<file path="src/rtl/tmr_pkg.sv">
`timescale 1ns/1ps
package tmr_pkg;

    typedef enum logic [1:0] {
        CLR_NONE  = 2'b00,
        CLR_A     = 2'b01,
        CLR_B     = 2'b10,
        CLR_GROUP = 2'b11
    } clr_sel_e;

    typedef struct packed {
        clr_sel_e    clr;
        logic [1:0]  edg;
        logic [2:0]  src;
    } ctl_t;

    localparam int CTL_W  = $bits(ctl_t);
    localparam int N_EXT  = 4;
    localparam int N_RATE = 4;

endpackage

</file>
<file path="src/rtl/tmr_prescale.sv">
`timescale 1ns/1ps
module tmr_prescale #(
    parameter int TAPS = 4
) (
    input  logic            clk,
    input  logic            rst_n,
    output logic [TAPS-1:0] tick
);
    localparam int DIV_W = (TAPS > 1) ? TAPS - 1 : 1;

    logic [DIV_W-1:0] div_d, div_q;

    always_comb begin
        div_d = div_q + 1'b1;
    end

    always_ff @(posedge clk or negedge rst_n) begin
        if (!rst_n) div_q <= '0;
        else        div_q <= div_d;
    end

    assign tick[0] = 1'b1;
    for (genvar k = 1; k < TAPS; k++) begin : g_tap
        assign tick[k] = &div_q[k-1:0];
    end

endmodule

</file>
<file path="src/rtl/tmr_edge_sync.sv">
`timescale 1ns/1ps
module tmr_edge_sync #(
    parameter int WIDTH  = 4,
    parameter int STAGES = 2
) (
    input  logic             clk,
    input  logic             rst_n,
    input  logic [WIDTH-1:0] pins_i,
    output logic [WIDTH-1:0] cur_o,
    output logic [WIDTH-1:0] prev_o
);
    for (genvar g = 0; g < WIDTH; g++) begin : g_pin
        logic [STAGES:0] sh_d, sh_q;

        always_comb begin
            sh_d = {sh_q[STAGES-1:0], pins_i[g]};
        end

        always_ff @(posedge clk or negedge rst_n) begin
            if (!rst_n) sh_q <= '0;
            else        sh_q <= sh_d;
        end

        assign cur_o[g]  = sh_q[STAGES-1];
        assign prev_o[g] = sh_q[STAGES];
    end

endmodule

</file>
<file path="src/rtl/tmr_channel.sv">
`timescale 1ns/1ps
module tmr_channel
    import tmr_pkg::*;
#(
    parameter int CNT_W       = 16,
    parameter int SYNC_STAGES = 2
) (
    input  logic             clk,
    input  logic             rst_n,
    input  logic             ctl_we,
    input  logic [6:0]       ctl_wdata,
    input  logic             gra_we,
    input  logic             grb_we,
    input  logic [CNT_W-1:0] gr_wdata,
    input  logic             gra_capture,
    input  logic             grb_capture,
    input  logic [1:0]       cap_pin,
    input  logic [3:0]       ext_clk,
    input  logic             phase_mode,
    input  logic             sync_en,
    input  logic             group_clr,
    output logic [CNT_W-1:0] count,
    output logic [6:0]       ctl,
    output logic [CNT_W-1:0] gra,
    output logic [CNT_W-1:0] grb,
    output logic             match_a,
    output logic             match_b
);
    localparam int N_PINS = N_EXT + 2;

    typedef struct packed {
        ctl_t             ctl;
        logic [CNT_W-1:0] cnt;
        logic [CNT_W-1:0] gra;
        logic [CNT_W-1:0] grb;
    } st_t;

    st_t st_d, st_q;

    logic [N_RATE-1:0] tick;
    logic [N_PINS-1:0] pin_cur, pin_prev;
    logic [N_EXT-1:0]  ext_rise, ext_fall;
    logic [1:0]        cap_rise;
    logic              sel_rise, sel_fall, cnt_en;
    logic              hit_a, hit_b, evt_a, evt_b, do_clr;

    tmr_prescale #(.TAPS(N_RATE)) u_pre (
        .clk  (clk),
        .rst_n(rst_n),
        .tick (tick)
    );

    tmr_edge_sync #(.WIDTH(N_PINS), .STAGES(SYNC_STAGES)) u_sync (
        .clk   (clk),
        .rst_n (rst_n),
        .pins_i({cap_pin, ext_clk}),
        .cur_o (pin_cur),
        .prev_o(pin_prev)
    );

    assign ext_rise = pin_cur[N_EXT-1:0] & ~pin_prev[N_EXT-1:0];
    assign ext_fall = ~pin_cur[N_EXT-1:0] & pin_prev[N_EXT-1:0];
    assign cap_rise = pin_cur[N_PINS-1:N_EXT] & ~pin_prev[N_PINS-1:N_EXT];

    always_comb begin
        st_d = st_q;

        // count enable from the selected source
        sel_rise = ext_rise[st_q.ctl.src[1:0]];
        sel_fall = ext_fall[st_q.ctl.src[1:0]];
        if (st_q.ctl.src[2]) begin
            if (phase_mode) begin
                cnt_en = sel_rise | sel_fall;
            end else begin
                case (st_q.ctl.edg)
                    2'b00:   cnt_en = sel_rise;
                    2'b01:   cnt_en = sel_fall;
                    default: cnt_en = sel_rise | sel_fall;
                endcase
            end
        end else begin
            cnt_en = tick[st_q.ctl.src[1:0]];
        end

        // per-register events follow each register's role
        hit_a = (st_q.cnt == st_q.gra);
        hit_b = (st_q.cnt == st_q.grb);
        evt_a = gra_capture ? cap_rise[0] : hit_a;
        evt_b = grb_capture ? cap_rise[1] : hit_b;

        case (st_q.ctl.clr)
            CLR_A:     do_clr = evt_a;
            CLR_B:     do_clr = evt_b;
            CLR_GROUP: do_clr = sync_en & group_clr;
            default:   do_clr = 1'b0;
        endcase

        if (do_clr)      st_d.cnt = '0;
        else if (cnt_en) st_d.cnt = st_q.cnt + 1'b1;

        if (gra_capture && cap_rise[0]) st_d.gra = st_q.cnt;
        else if (gra_we)                st_d.gra = gr_wdata;

        if (grb_capture && cap_rise[1]) st_d.grb = st_q.cnt;
        else if (grb_we)                st_d.grb = gr_wdata;

        if (ctl_we) st_d.ctl = ctl_t'(ctl_wdata);
    end

    always_ff @(posedge clk or negedge rst_n) begin
        if (!rst_n) begin
            st_q.ctl <= '0;
            st_q.cnt <= '0;
            st_q.gra <= '1;
            st_q.grb <= '1;
        end else begin
            st_q <= st_d;
        end
    end

    assign count   = st_q.cnt;
    assign ctl     = st_q.ctl;
    assign gra     = st_q.gra;
    assign grb     = st_q.grb;
    assign match_a = ~gra_capture & hit_a;
    assign match_b = ~grb_capture & hit_b;

endmodule

</file>
<file path="config.mk">
export PLATFORM = sky130hd
export DESIGN_NAME = tmr_channel
export DESIGN_NICKNAME = d
export VERILOG_FILES = /design/src/rtl/tmr_pkg.sv /design/src/rtl/tmr_prescale.sv /design/src/rtl/tmr_edge_sync.sv /design/src/rtl/tmr_channel.sv
export SDC_FILE = /design/constraint.sdc
export NUM_CORES = 1
export LEC_CHECK = 0
export BUFFER_PORTS_ARGS = -buffer_cell sky130_fd_sc_hd__buf_2
export CORE_MARGIN = 2
export CORE_UTILIZATION = 53
export CTS_CLUSTER_SIZE = 16
export DETAILED_ROUTE_END_ITERATION = 7
export GPL_ROUTABILITY_DRIVEN = 0
export PLACE_DENSITY = 0.79
export SYNTH_ARGS = -nofsm -noshare
export SYNTH_HDL_FRONTEND = slang
export SYNTH_SLANG_ARGS = --single-unit
</file>
<file path="constraint.sdc">
create_clock -name clk -period 2.59 [get_ports clk]
set_input_delay 0.3885 -clock clk [delete_from_list [all_inputs] [get_ports clk]]
set_output_delay 0.3885 -clock clk [all_outputs]
set_load 0.05 [all_outputs]
</file>
# Word-level counts from Yosys, hierarchy flattened

Index checks and enable logic that the tools add are counted.

Output and inout port bits: 57
Flip-flop bits (word level): 76
Word-level logic and storage cells: 60
Input port bits: 39

Magnitude comparators: 1
Muxes and demuxes: 18
Bitwise logic cells: 12
Reduce and logical (&&, ||, !) cells: 8
Equal/unequal tests: 6
Add/sub/neg operators: 2

Operators by type and width:

| kind                    | count |
|---|---|
| $mux W16                | 6 |
| $eq A16 B16 Y1          | 2 |
| $add A16 B1 Y16 const B | 1 |
| $and A4 B4 Y4           | 2 |
| $not A4 Y4              | 2 |
| $mux W1                 | 7 |
| $bmux W1 S2             | 3 |
| $reduce_bool A2 Y1      | 3 |
| $eq A2 B1 Y1 const B    | 2 |
| $eq A2 B2 Y1 const B    | 2 |
| $add A3 B1 Y3 const B   | 1 |
| $and A1 B1 Y1           | 3 |
| $lt A2 B3 Y1 const B    | 1 |
| $pmux W1 S3             | 1 |
| $reduce_and A3 Y1       | 1 |
| $and A2 B2 Y2           | 1 |
| $logic_and A1 B1 Y1     | 2 |
| $logic_not A2 Y1        | 1 |
| $not A1 Y1              | 2 |
| $not A2 Y2              | 1 |
| $pmux W1 S2             | 1 |
| $reduce_and A2 Y1       | 1 |
| $or A1 B1 Y1            | 1 |

# Longest topological paths before layout

Depth after elaboration: 10
Depth in mapped cells: 9
Gate-level depth less buffers: 8

# Cells and area by module

A second synthesis with hierarchy kept.

Cell total of the unflattened synthesis: 361
Area total of the unflattened synthesis: 3873.7 µm²

By module, submodules not included:

| module        | instances | seq. area each (µm²) | area each (µm²) | cells each |
|---|---|---|---|---|
| tmr_channel   | 1         | 1416.4               | 3210.6          | 322 |
| tmr_edge_sync | 1         | 450.4                | 540.5           | 30 |
| tmr_prescale  | 1         | 75.1                 | 122.6           | 9 |

# Worst setup path before layout

OpenSTA, ideal clock, no wires.

Path kind: reg2out
Start point: reg st_q, in the netlist count[7]
End point: out match_b
Setup slack: -0.215 ns
Buffers on the path: 1
Required time: 2.202 ns
Cell stages (with the launch flop): 6
Arrival time: 2.417 ns
Cells stage by stage: dfrtp_1 buf_2 xor2_1 nor4_1 nand4_1 nor3_1

Word-level cells in the longest chain between the ends: 2

Ends and longest elaborated chain:

| element                | RTL line           | text |
|---|---|---|
| from (decl)            | tmr_channel.sv:38  | `st_t st_d, st_q;` |
| from (signal assigned) | tmr_channel.sv:117 | `st_q <= st_d;` |
| $eq A16 B16 Y1         | tmr_channel.sv:87  | `hit_b = (st_q.cnt == st_q.grb);` |
| $and A1 B1 Y1          | tmr_channel.sv:126 | `assign match_b = ~grb_capture & hit_b;` |
| to (decl)              | tmr_channel.sv:27  | `output logic match_b` |

No other way between the ends.

# Final worst setup path

Start point: reg st_q, in the netlist count[0]
End point: out match_a

Word-level cells in the longest chain between the ends: 2

Ends and longest elaborated chain:

| element        | RTL line           | text |
|---|---|---|
| $eq A16 B16 Y1 | tmr_channel.sv:86  | `hit_a = (st_q.cnt == st_q.gra);` |
| $and A1 B1 Y1  | tmr_channel.sv:125 | `assign match_a = ~gra_capture & hit_a;` |
| to (decl)      | tmr_channel.sv:26  | `output logic match_a,` |

No other way between the ends.

==> impl_metrics.xml <==
<?xml version="1.0" encoding="UTF-8"?>
<metrics>
  <group name="run_status">
    <metric name="run_status" unit="">finished clean</metric>
  </group>
  <group name="min_path">
    <metric name="hold_class" unit="">input pin to flip-flop</metric>
    <metric name="hold_end" unit="">u_sync.g_pin[3].sh_q[0]</metric>
    <metric name="holdCritStartpoint" unit="">ext_clk[3]</metric>
    <metric name="hold_depth" unit="">1</metric>
  </group>
  <group name="critical_path">
    <metric name="worst-r2r-cell-count" unit="">7</metric>
    <metric name="critPathArrivalTime" unit="ns">2.08</metric>
    <metric name="crit_path_max_fanout" unit="">8</metric>
    <metric name="setup.reg_to_reg.worst_slack" unit="ns">0.30</metric>
    <metric name="worstSetupPathType" unit="">flip-flop to output pin</metric>
    <metric name="capture_point_of_the_worst_reg_to_reg_path" unit="">count[4]</metric>
    <metric name="startpoint_type" unit="">flip-flop</metric>
    <metric name="reg2reg_start" unit="">count[0]</metric>
    <metric name="critical_path.endpoint_type" unit="">output pin</metric>
    <metric name="startpoint" unit="">count[0]</metric>
    <metric name="critPathRequiredTime" unit="ns">2.20</metric>
  </group>
  <group name="route">
    <metric name="aggregate_routed_wire_length" unit="um">9303</metric>
    <metric name="route.detailed.vias_per_inst" unit="">5.336</metric>
    <metric name="dr_total_vias" unit="">2892</metric>
    <metric name="iteration_0_drc_markers" unit="">172</metric>
    <metric name="drc" unit="">0</metric>
    <metric name="dr.pass1.iters" unit="">4</metric>
    <metric name="route.antenna.remaining_nets" unit="">0</metric>
    <metric name="average_wire_per_standard_cell" unit="um">17.16</metric>
  </group>
  <group name="flow_run">
    <metric name="max_cap_violations" unit="">0</metric>
  </group>
  <group name="clock_tree">
    <metric name="tritoncts.num_buffers" unit="">9</metric>
    <metric name="clock_tree_from_tritoncts" unit="">yes</metric>
    <metric name="cts.sink_count" unit="">76</metric>
    <metric name="postCtsSetupRepairBufs" unit="">0</metric>
    <metric name="cts_max_level" unit="">3</metric>
    <metric name="clock_root_buffer" unit="">clkbuf_8</metric>
    <metric name="cts.clk_slew.worst_paths" unit="ns">0.08</metric>
    <metric name="max_buffers_root_to_sink" unit="">2</metric>
    <metric name="clock_latency" unit="ns">0.35</metric>
  </group>
  <group name="timing">
    <metric name="fmaxAchievable" unit="GHz">0.4044</metric>
    <metric name="setup_viol" unit="">0</metric>
    <metric name="max_slew.worst_pin.slew" unit="ns">0.7598</metric>
    <metric name="fin_crit" unit="ns">2.473</metric>
    <metric name="timing.final.hold_violations" unit="">0</metric>
    <metric name="min_period_over_period" unit="%">95.48</metric>
    <metric name="slew_viols_final" unit="">0</metric>
    <metric name="setup-tns-final" unit="ns">0</metric>
    <metric name="fin_hold_ws" unit="ns">0.1329</metric>
    <metric name="timing.max_slew.rel_slack" unit="%">49.35</metric>
    <metric name="clock-skew-final" unit="ns">0.006622</metric>
  </group>
  <group name="floorplan">
    <metric name="floorplan.core_area" unit="mm2">0.007176</metric>
    <metric name="floorplan.die_area" unit="mm2">0.008048</metric>
    <metric name="die_w" unit="um">89.71</metric>
    <metric name="dieHeight" unit="um">89.71</metric>
    <metric name="effective_utilization_at_floorplan" unit="%">54.26</metric>
    <metric name="placementRows" unit="">31</metric>
    <metric name="ports_placed_on_the_boundary" unit="">96</metric>
  </group>
  <group name="synth">
    <metric name="syn-instance-count" unit="">356</metric>
    <metric name="asyncSetResetFlopFracSynth" unit="%">100.0</metric>
    <metric name="ys_ff_latch" unit="">76</metric>
    <metric name="synth_nets" unit="">398</metric>
    <metric name="synth.top_cells.by_area" unit="">dfrtp_1, dfstp_2, mux2i_1</metric>
    <metric name="synth_flop_cell" unit="">dfrtp_1</metric>
    <metric name="synth_top_area_share" unit="%">28.28</metric>
    <metric name="cell_area_after_technology_mapping" unit="mm2">0.003894</metric>
    <metric name="yosysWarnings" unit="">0</metric>
    <metric name="synth_enable_flop_cells" unit="">0</metric>
    <metric name="yosysTopAreaCell" unit="">dfrtp_1</metric>
    <metric name="synth.yosys.seq_area_share" unit="%">49.87</metric>
    <metric name="distinct_cell_type_count_of_the_synthesized_netlist" unit="">39</metric>
    <metric name="synthesis.area_per_instance" unit="um2">10.94</metric>
  </group>
  <group name="power_and_ir_drop">
    <metric name="max-vdd-ir-drop" unit="uV">506.2</metric>
    <metric name="leakage" unit="nW">2.220</metric>
    <metric name="power.density_cell_area" unit="mW/mm2">769.4</metric>
  </group>
  <group name="layout">
    <metric name="antenna_cells_inserted" unit="">0</metric>
    <metric name="finish.net_count" unit="">480</metric>
    <metric name="areaGrowthSynthToFinish" unit="%">19.15</metric>
    <metric name="post_route_cells_drive_above_1_share" unit="%">40.41</metric>
    <metric name="fillerInstances" unit="">580</metric>
  </group>
  <group name="placed_design">
    <metric name="dpl.hpwl" unit="um">6708</metric>
    <metric name="port_buffer_count" unit="">95</metric>
  </group>
  <group name="grt">
    <metric name="maximum_number_of_pins_on_one_net_before_global_route_repair" unit="">47</metric>
    <metric name="first_global_vias" unit="">2922</metric>
    <metric name="grt_pass1_wl" unit="um">14720</metric>
    <metric name="global_route.usage.total" unit="%">22.91</metric>
    <metric name="initial_antenna_violation_count" unit="">0</metric>
    <metric name="total_congestion_overflow_after_global_routing" unit="">0</metric>
  </group>
</metrics>
==> layer usage <==
metal / share of wire (%) / vias to the layer above / routed length (um) / GRT usage, %
met5: 0 / - / 0 / 0
met4: 1.6 / 0 / 146 / 10.00
met3: 6.8 / 10 / 633 / 4.610
met2: 50 / 114 / 4618 / 37.18
met1: 42 / 1394 / 3904 / 30.04
li1: - / 1374 / - / -
==> kinds of logic after synthesis <==
family                   Yosys count  share of synthesized area, %
flip-flops                        76                         49.87
adder cells (fa/ha/maj)            3                        0.9641
AND/OR/NAND/NOR                   89                         10.57
XOR/XNOR                          47                         10.57
AO/OA/AOI/OAI                     61                         12.56
buffers and inverters             42                         5.527
multiplexers                      38                         9.929
==> repair_timing <==
item | CTS | global route
hold buffers | 0 | 0
endpoints found under the setup margin | 0 | 2
resized for setup | 0 | 7
==> layout make-up <==
class | instances | area [um2] | share of cell area, %
sequential | 76 | 1946 | 41.94
multi-input combinational | 238 | 1759 | 37.92
timing repair buffer | 102 | 545.5 | 11.76
clock buffer | 9 | 123.9 | 2.670
tap | 99 | 123.9 | 2.670
clock inverter | 7 | 100.1 | 2.157
inverter | 11 | 41.29 | 0.8900
==> worst max-delay path: stages (launching register included) <==
cell and delay [ns]:
dfrtp_1 0.50, xor2_1 0.23, nor4_2 0.36, nand4_1 0.21
nor3_2 0.17, clkbuf_4 0.26
==> cells in the mapped netlist (3+ instances only) <==
library cell,count
xor2_1,32
mux2_2,5
nor3_1,4
a211oi_1,4
nor4_1,6
ha_1,3
xnor2_1,15
nand3_1,6
mux2i_1,33
nand3b_1,3
nand2_1,9
clkbuf_1,14
inv_1,11
a21oi_1,34
nor2_2,3
nand4_1,5
nor2_1,50
a211oi_2,6
buf_2,10
o21ai_0,3
dfrtp_1,44
dfstp_2,32
buf_6,5
==> registers in the layout, summed over array words and instances, names as in the netlist <==
register	flops
u_pre.div_q	3
ctl	7
u_sync.g_pin.sh_q	18
count	16
gra	16
grb	16
==> worst max-delay path by stage <==
stage                     to  slack [ns]  cells past startpoint
global route         match_a       -0.07                      5
CTS                  match_b        0.02                      5
detailed placement  count[6]        0.27                      7
finish               match_a        0.12                      5
global placement    count[8]        0.35                      7
floorplan            match_b        0.20                      5
==> through the flow <==
stage               instance area, um2  cells  setup slack, ns  total power, mW  util (%)
finish                            4639    542           0.1170            3.570     64.66
global route                      4639    542         -0.07153            3.709     64.66
CTS                               4618    542          0.02263            3.563     64.36
detailed placement                4394    526           0.2681            2.558     61.24
global placement                  4394    526           0.3480            2.530     61.24
floorplan                         3904    356           0.1979            2.307         -
==> power by group <==
part / switching [mW] / internal [mW] / total, mW
combinational: 0.716 / 0.294 / 1.01
sequential: 0.187 / 1.36 / 1.55
clock: 0.461 / 0.549 / 1.01
total: 1.36 / 2.21 / 3.57
==> placed cells by master (no fill, tap or decap), types with 4 or more instances in the layout <==
| cell type | netlist | final |
|---|---|---|
| xnor2_1 | 15 | 15 |
| inv_1 | 11 | 11 |
| mux2_2 | 5 | 5 |
| dfstp_2 | 32 | 32 |
| clkbuf_8 | 0 | 9 |
| nand2_1 | 9 | 9 |
| nor4_1 | 6 | 4 |
| mux2i_1 | 33 | 33 |
| a211oi_1 | 4 | 4 |
| nand3_1 | 6 | 6 |
| nor2_1 | 50 | 50 |
| buf_2 | 10 | 93 |
| dfrtp_1 | 44 | 41 |
| buf_4 | 1 | 6 |
| nand4_1 | 5 | 5 |
| a211oi_2 | 6 | 6 |
| a21oi_1 | 34 | 34 |
| xor2_1 | 32 | 32 |
Power figures use the tool's default switching activity.
